`src/rtl/uv_shed_pkg.sv`:
```
package uv_shed_pkg;

  // Strobes from the control FSM to the timer datapath.
  typedef struct packed {
    logic shedLoad;   // start a new shed pulse
    logic shedStep;   // advance the running shed pulse by one tick
    logic holdClr;    // restart the clear-window count
    logic holdStep;   // count one more clear tick
  } uv_strobe_t;

  function automatic int cntWidth(input int maxVal);
    return (maxVal < 2) ? 1 : $clog2(maxVal + 1);
  endfunction

endpackage

```
`src/rtl/uv_tick_counter.sv`:
```
module uv_tick_counter #(
  parameter int WIDTH   = 8,
  parameter bit COUNTUP = 1'b1
) (
  input  logic             clk,
  input  logic             clr,
  input  logic             load,
  input  logic [WIDTH-1:0] loadVal,
  input  logic             step,
  output logic [WIDTH-1:0] count
);

  logic [WIDTH-1:0] stepped;

  generate
    if (COUNTUP) begin : g_up
      assign stepped = count + WIDTH'(1);
    end else begin : g_down
      assign stepped = count - WIDTH'(1);
    end
  endgenerate

  always_ff @(posedge clk) begin
    if (clr) begin
      count <= '0;
    end else if (load) begin
      count <= loadVal;
    end else if (step) begin
      count <= stepped;
    end
  end

endmodule

```
`src/rtl/uv_shed_datapath.sv`:
```
module uv_shed_datapath
  import uv_shed_pkg::*;
#(
  parameter int SHED_TICKS = 100,
  parameter int HOLD_TICKS = 6000
) (
  input  logic       clk,
  input  logic       rst,
  input  uv_strobe_t strobe,
  output logic       shedBusy,
  output logic       holdDone
);

  localparam int SHED_W = cntWidth(SHED_TICKS);
  localparam int HOLD_W = cntWidth(HOLD_TICKS);
  localparam logic [SHED_W-1:0] SHED_LOAD = SHED_W'(SHED_TICKS);
  localparam logic [HOLD_W-1:0] HOLD_LAST = HOLD_W'(HOLD_TICKS - 1);

  logic [SHED_W-1:0] shedCnt;
  logic [HOLD_W-1:0] holdCnt;

  // Shed timer: loaded with the full width, counts down to zero.
  uv_tick_counter #(.WIDTH(SHED_W), .COUNTUP(1'b0)) u_shedCnt (
    .clk     (clk),
    .clr     (rst),
    .load    (strobe.shedLoad),
    .loadVal (SHED_LOAD),
    .step    (strobe.shedStep),
    .count   (shedCnt)
  );

  // Clear-window timer: counts consecutive clear ticks up from zero.
  uv_tick_counter #(.WIDTH(HOLD_W), .COUNTUP(1'b1)) u_holdCnt (
    .clk     (clk),
    .clr     (rst | strobe.holdClr),
    .load    (1'b0),
    .loadVal ('0),
    .step    (strobe.holdStep),
    .count   (holdCnt)
  );

  assign shedBusy = (shedCnt != '0);
  assign holdDone = (holdCnt == HOLD_LAST);

endmodule

```
`src/rtl/uv_shed_ctrl.sv`:
```
module uv_shed_ctrl
  import uv_shed_pkg::*;
(
  input  logic       clk,
  input  logic       rst,
  input  logic       tick,
  input  logic       uvIn,
  input  logic       shedBusy,
  input  logic       holdDone,
  output uv_strobe_t strobe,
  output logic       lossOfPower
);

  logic uvPrev;
  logic onset;

  assign onset = tick & uvIn & ~uvPrev & ~lossOfPower & ~shedBusy;

  always_comb begin
    strobe          = '0;
    strobe.shedLoad = onset;
    strobe.shedStep = tick & shedBusy & ~onset;
    strobe.holdClr  = tick & (uvIn | (lossOfPower & holdDone));
    strobe.holdStep = tick & ~uvIn & lossOfPower & ~holdDone;
  end

  always_ff @(posedge clk) begin
    if (rst) begin
      uvPrev      <= 1'b0;
      lossOfPower <= 1'b0;
    end else if (tick) begin
      uvPrev <= uvIn;
      if (uvIn) begin
        lossOfPower <= 1'b1;
      end else if (lossOfPower && holdDone) begin
        lossOfPower <= 1'b0;
      end
    end
  end

endmodule

```
`src/rtl/uv_shed_monitor.sv`:
```
module uv_shed_monitor
  import uv_shed_pkg::*;
#(
  parameter int SHED_TICKS = 100,
  parameter int HOLD_TICKS = 6000
) (
  input  logic clk,
  input  logic rst,
  input  logic tick,
  input  logic uvIn,
  output logic shedPulse,
  output logic lossOfPower
);

  uv_strobe_t strobe;
  logic       shedBusy;
  logic       holdDone;

  uv_shed_ctrl u_ctrl (
    .clk         (clk),
    .rst         (rst),
    .tick        (tick),
    .uvIn        (uvIn),
    .shedBusy    (shedBusy),
    .holdDone    (holdDone),
    .strobe      (strobe),
    .lossOfPower (lossOfPower)
  );

  uv_shed_datapath #(
    .SHED_TICKS (SHED_TICKS),
    .HOLD_TICKS (HOLD_TICKS)
  ) u_dp (
    .clk      (clk),
    .rst      (rst),
    .strobe   (strobe),
    .shedBusy (shedBusy),
    .holdDone (holdDone)
  );

  assign shedPulse = shedBusy;

endmodule

```
`config.mk`:
```
export PLATFORM = sky130hd
export DESIGN_NAME = uv_shed_monitor
export DESIGN_NICKNAME = d
export VERILOG_FILES = /design/src/rtl/uv_shed_pkg.sv /design/src/rtl/uv_tick_counter.sv /design/src/rtl/uv_shed_datapath.sv /design/src/rtl/uv_shed_ctrl.sv /design/src/rtl/uv_shed_monitor.sv
export SDC_FILE = /design/constraint.sdc
export NUM_CORES = 1
export LEC_CHECK = 0
export ABC_CLOCK_PERIOD_IN_PS = 4670
export BUFFER_PORTS_ARGS = -buffer_cell sky130_fd_sc_hd__buf_2
export CAP_MARGIN = 30
export CORE_UTILIZATION = 49
export DETAILED_ROUTE_END_ITERATION = 8
export GPL_TIMING_DRIVEN = 0
export PLACE_DENSITY = 0.72
export SLEW_MARGIN = 25
export SYNTH_ARGS = -nofsm -noshare
export SYNTH_HDL_FRONTEND = slang
export SYNTH_SLANG_ARGS = --single-unit
```
`constraint.sdc`:
```
create_clock -name clk -period 4.67 [get_ports clk]
set_clock_uncertainty 0.2 [all_clocks]
set_input_delay 0.7005 -clock clk [delete_from_list [all_inputs] [get_ports clk]]
set_output_delay 0.7005 -clock clk [all_outputs]
set_load 0.02 [all_outputs]
```
Yosys cells after proc, flatten, opt, wreduce, memory -nomap -nowiden
Index checks and enable logic that the tools add are counted.
{"block": "op_classes", "addsub": 2, "n_eq_ne": 1, "n_mux": 4, "n_bitwise": 19, "reduce_logical": 6}
{"operator": "two-way mux 7 bit", "count": 2}
{"operator": "adder 13 x 1 -> 13 bit, second input constant", "count": 1}
{"operator": "== test 13 bit, second input constant", "count": 1}
{"operator": "AND 1 bit", "count": 11}
{"operator": "nonzero test 7 bit", "count": 1}
{"operator": "subtractor 7 x 1 -> 7 bit, second input constant", "count": 1}
{"operator": "inverter 1 bit", "count": 6}
{"operator": "nonzero test 2 bit", "count": 2}
{"operator": "two-way mux 1 bit", "count": 2}
{"operator": "OR 1 bit", "count": 2}
{"operator": "AND reduction 2 bit", "count": 1}
{"operator": "OR reduction 2 bit", "count": 1}
{"operator": "logical AND 1 bit", "count": 1}
{"block": "totals", "register_bits": 22, "in_bits": 4, "out_inout_bits": 2}

Depth between registers and ports, before layout
{"block": "logic_depth", "ltp_word": 8, "mapped_depth": 7, "depth_no_buf": 6}

Modules after synthesis
Synthesis repeated with hierarchy kept, for this count alone.
{"block": "unflattened", "cells_unflattened": 155, "hier_area_um2": 1320.0}
{"mod": "uv_tick_counter at u_dp.u_holdCnt", "n_inst": 1, "cells_per_inst": 90, "area_each_um2": 775.7, "seq_area_each_um2": 260.2}
{"mod": "uv_tick_counter at u_dp.u_shedCnt", "n_inst": 1, "cells_per_inst": 41, "area_each_um2": 360.3, "seq_area_each_um2": 140.1}
{"mod": "uv_shed_ctrl", "n_inst": 1, "cells_per_inst": 13, "area_each_um2": 113.9, "seq_area_each_um2": 40.0}
{"mod": "uv_shed_datapath", "n_inst": 1, "cells_per_inst": 11, "area_each_um2": 70.1, "seq_area_each_um2": 0.0}

Least setup slack after synthesis
No wires, ideal clock.
{"block": "synth_timing", "kind": "reg2out", "start": "register u_dp.u_shedCnt.count[0]", "end": "output port shedPulse", "t_arrival_ps": 1391, "t_required_ps": 3770, "slack_ps": 2378, "path_stages_with_launch": 6, "path_cell_list": "dfxtp_1 > inv_1 > ha_1 > or4b_4 > or2_1 > buf_6"}
{"block": "synth_between", "elab_chain_len": 1}
{"item": "start: declaration", "line_no": "uv_tick_counter.sv:10", "rtl": "output logic [WIDTH-1:0] count"}
{"item": "start signal: assignment", "line_no": "uv_tick_counter.sv:27", "rtl": "count <= loadVal;"}
{"item": "start signal: assignment", "line_no": "uv_tick_counter.sv:29", "rtl": "count <= stepped;"}
{"item": "nonzero test 7 bit", "line_no": "uv_shed_datapath.sv:42", "rtl": "assign shedBusy = (shedCnt != '0);"}
{"item": "end: declaration", "line_no": "uv_shed_monitor.sv:11", "rtl": "output logic shedPulse,"}
Every way passes these cells.

Final worst setup path
Ends and elaborated chain as after synthesis.

==> qor.yml <==
route.detailed.drc: 0
synth_area_um2: 1130
io_buffers: 5
status: "complete, no violations"
grt_max_degree: 14
netlist_instances: 127
hold_buffers: 0
dp.cells: 160
cts_buffers: 3
synth.distinct_cells: 38
fin_cells: 164
routed_via_density: 5.73
start_util_pct: 51.7
cts.repair.resized: 0
antennaDiodeCount: 0
syn2layout_area_growth_pct: 9.94
final_cell_mix: "dfxtp_1, nor2_1, a21oi_1, xnor2_1, nand2_1"
dieArea_um2: 2510
cts_tree: "built"
setup_viol: 0
path_clk_slew_ns: 0.12
cp-end-kind: "primary output"
fin_util_pct: 56.8
synth.net_count: 134
antenna_found_initial: 0
pwr_density_cell_nw_per_um2: 529
crit_required_ns: 3.77
gp_congestion: 0.876
grt_usage_pct: 19.5
drv_slew: 0
startpoint_type: "register"
power_mw: 0.658
insertion_delay_ns: 0.31
cts_root_buf: "clkbuf_4"
whs_ns: 0.287
rsz0062_at_grt: "no"
ys_warn_count: 0
rows: 17
pin_count: 6
grt_pass1_wl_um: 3750
crit_arrival_ns: 1.98
core_um2: 2190
fin_nets: 144
setup_tns_ns: 0
cpPeakStageDelay_ns: 0.49
ys_seq_elements: 22
syn_avg_cell_area_um2: 8.92
drt-initial-drc-count: 12
critPathTopFamily: "simple AND/OR/NAND/NOR gates"
relSlewSlack_pct: 67.2
fmax_mhz: 347
hpwlAfterDp_um: 1570
cts.sinks: 22
die_w_um: 50.1
cts_buffer_depth: 2
drtPass1Iterations: 5
wl_per_cell_um: 13.2
drive_gt1_share_pct: 15.4
final_common_cell: "dfxtp_1"
critPathMaxFanout: 7
htreeDepth: 1
period_minus_slack_ns: 2.88
maxCapViolCount: 0
cp_slowest_cell: "or4b_4"
criticalPathCategory: "reg -> out"
drt_wl_total_um: 2160
postRouteAntennaNets: 0
die_h_um: 50.1
p_leak_nw: 0.429
vdd_ir_drop_max_uv: 398
crit_chain: "inv_1 -> ha_1 -> or4b_4 -> or2_1 -> buf_6 -> buf_2"
grt_overflow_total: 0
grt_pass1_vias: 913
vias: 939
hold_viol_final: 0
hp-class: "reg -> reg"
post_cts_buffers: 0
tightest_slew_ns: 0.492
period_share_pct: 61.7
ys_seq_area_share_pct: 38.9
path_buf_inv: 3
[area by class of cell]
type | instances | area (um^2)
multi-input cells | 95 | 643
inverters | 5 | 18.8
plain buffers | 5 | 30.0
fillers | 202 | 946
clock inverters | 1 | 30.0
flip-flops and latches | 22 | 440
clock buffers | 3 | 22.5
repair buffers | 5 | 25.0
well taps | 28 | 35.0
[cell usage after synthesis, drive strengths merged]
master	count	area (um^2)
dfxtp	22	440
nor2	16	60.1
a21oi	9	45.0
xnor2	9	78.8
nand2	8	30.0
nor4	7	58.8
nor3	6	30.0
inv	5	18.8
nand3	4	20.0
o21ai	4	20.0
a311oi	3	26.3
clkbuf	3	11.3
ha	3	37.5
nand4	3	18.8
or4b	3	33.8
and3	2	17.5
buf	2	18.8
nand3b	2	15.0
or2	2	12.5
or3	2	12.5
a2111oi	1	15.0
a211oi	1	7.51
a311o	1	10.0
a41o	1	11.3
mux2	1	11.3
nand2b	1	6.26
nand4b	1	8.76
nor4b	1	23.8
o21a	1	7.51
o21ba	1	10.0
o31ai	1	7.51
or4	1	7.51
[report_power, final]
group / switching [mW] / internal, mW
registers: 0.0254 / 0.217
clock network: 0.0595 / 0.0867
logic: 0.140 / 0.130
total: 0.225 / 0.433
[metrics by stage]
| stage | cell area, um^2 | setup WS (ns) |
|---|---|---|
| finish | 1240 | 1.79 |
| global route | 1240 | 1.69 |
| CTS | 1240 | 1.79 |
| detailed placement | 1190 | 2.16 |
| global placement | 1190 | 2.17 |
| floorplan | 1130 | 2.38 |
[routing by layer]
metal / global-route usage (%) / routed length [um] / up-vias
met2: 32.2 / 980 / 18
met4: 7.62 / 26 / 0
met1: 24.7 / 1100 / 437
li1: - / - / 480
met3: 3.40 / 60 / 4
met5: 0 / 0 / -
[tightest hold or removal path, cell delays in order, from the launching register on]
cell and delay, ns:
dfxtp_1 0.34, nand2_1 0.06, a211oi_1 0.06
[path summary, 6_finish.rpt]
check / start / to / slack (ns) / cells past startpoint
max: u_dp.u_shedCnt.count[0]$_SDFFE_PP0P_ / shedPulse / 1.79 / 6
min: u_dp.u_shedCnt.count[3]$_SDFFE_PP0P_ / u_dp.u_shedCnt.count[3]$_SDFFE_PP0P_ / 0.29 / 2
max reg2reg: u_dp.u_holdCnt.count[0]$_SDFFE_PP0P_ / u_dp.u_holdCnt.count[4]$_SDFFE_PP0P_ / 2.38 / 6
min reg2reg: u_dp.u_shedCnt.count[3]$_SDFFE_PP0P_ / u_dp.u_shedCnt.count[3]$_SDFFE_PP0P_ / 0.29 / 2
[state kept, by name, indices dropped and copies added (netlist names)]
| register | flops |
|---|---|
| u_dp.u_shedCnt.count | 7 |
| u_ctrl.lossOfPower | 1 |
| u_ctrl.uvPrev | 1 |
| u_dp.u_holdCnt.count | 13 |
[cell families after synthesis]
group,after synthesis,synth area share [%]
and+or+nand+nor,59,31.4
AOI/OAI and AO/OA,23,14.1
DFF,22,38.9
buffers and inverters,10,4.31
xor gates and xnor gates,9,6.96
adders and majority gates,3,3.32
muxes,1,0.994
No activity file was read; power rests on OpenSTA's default activity.
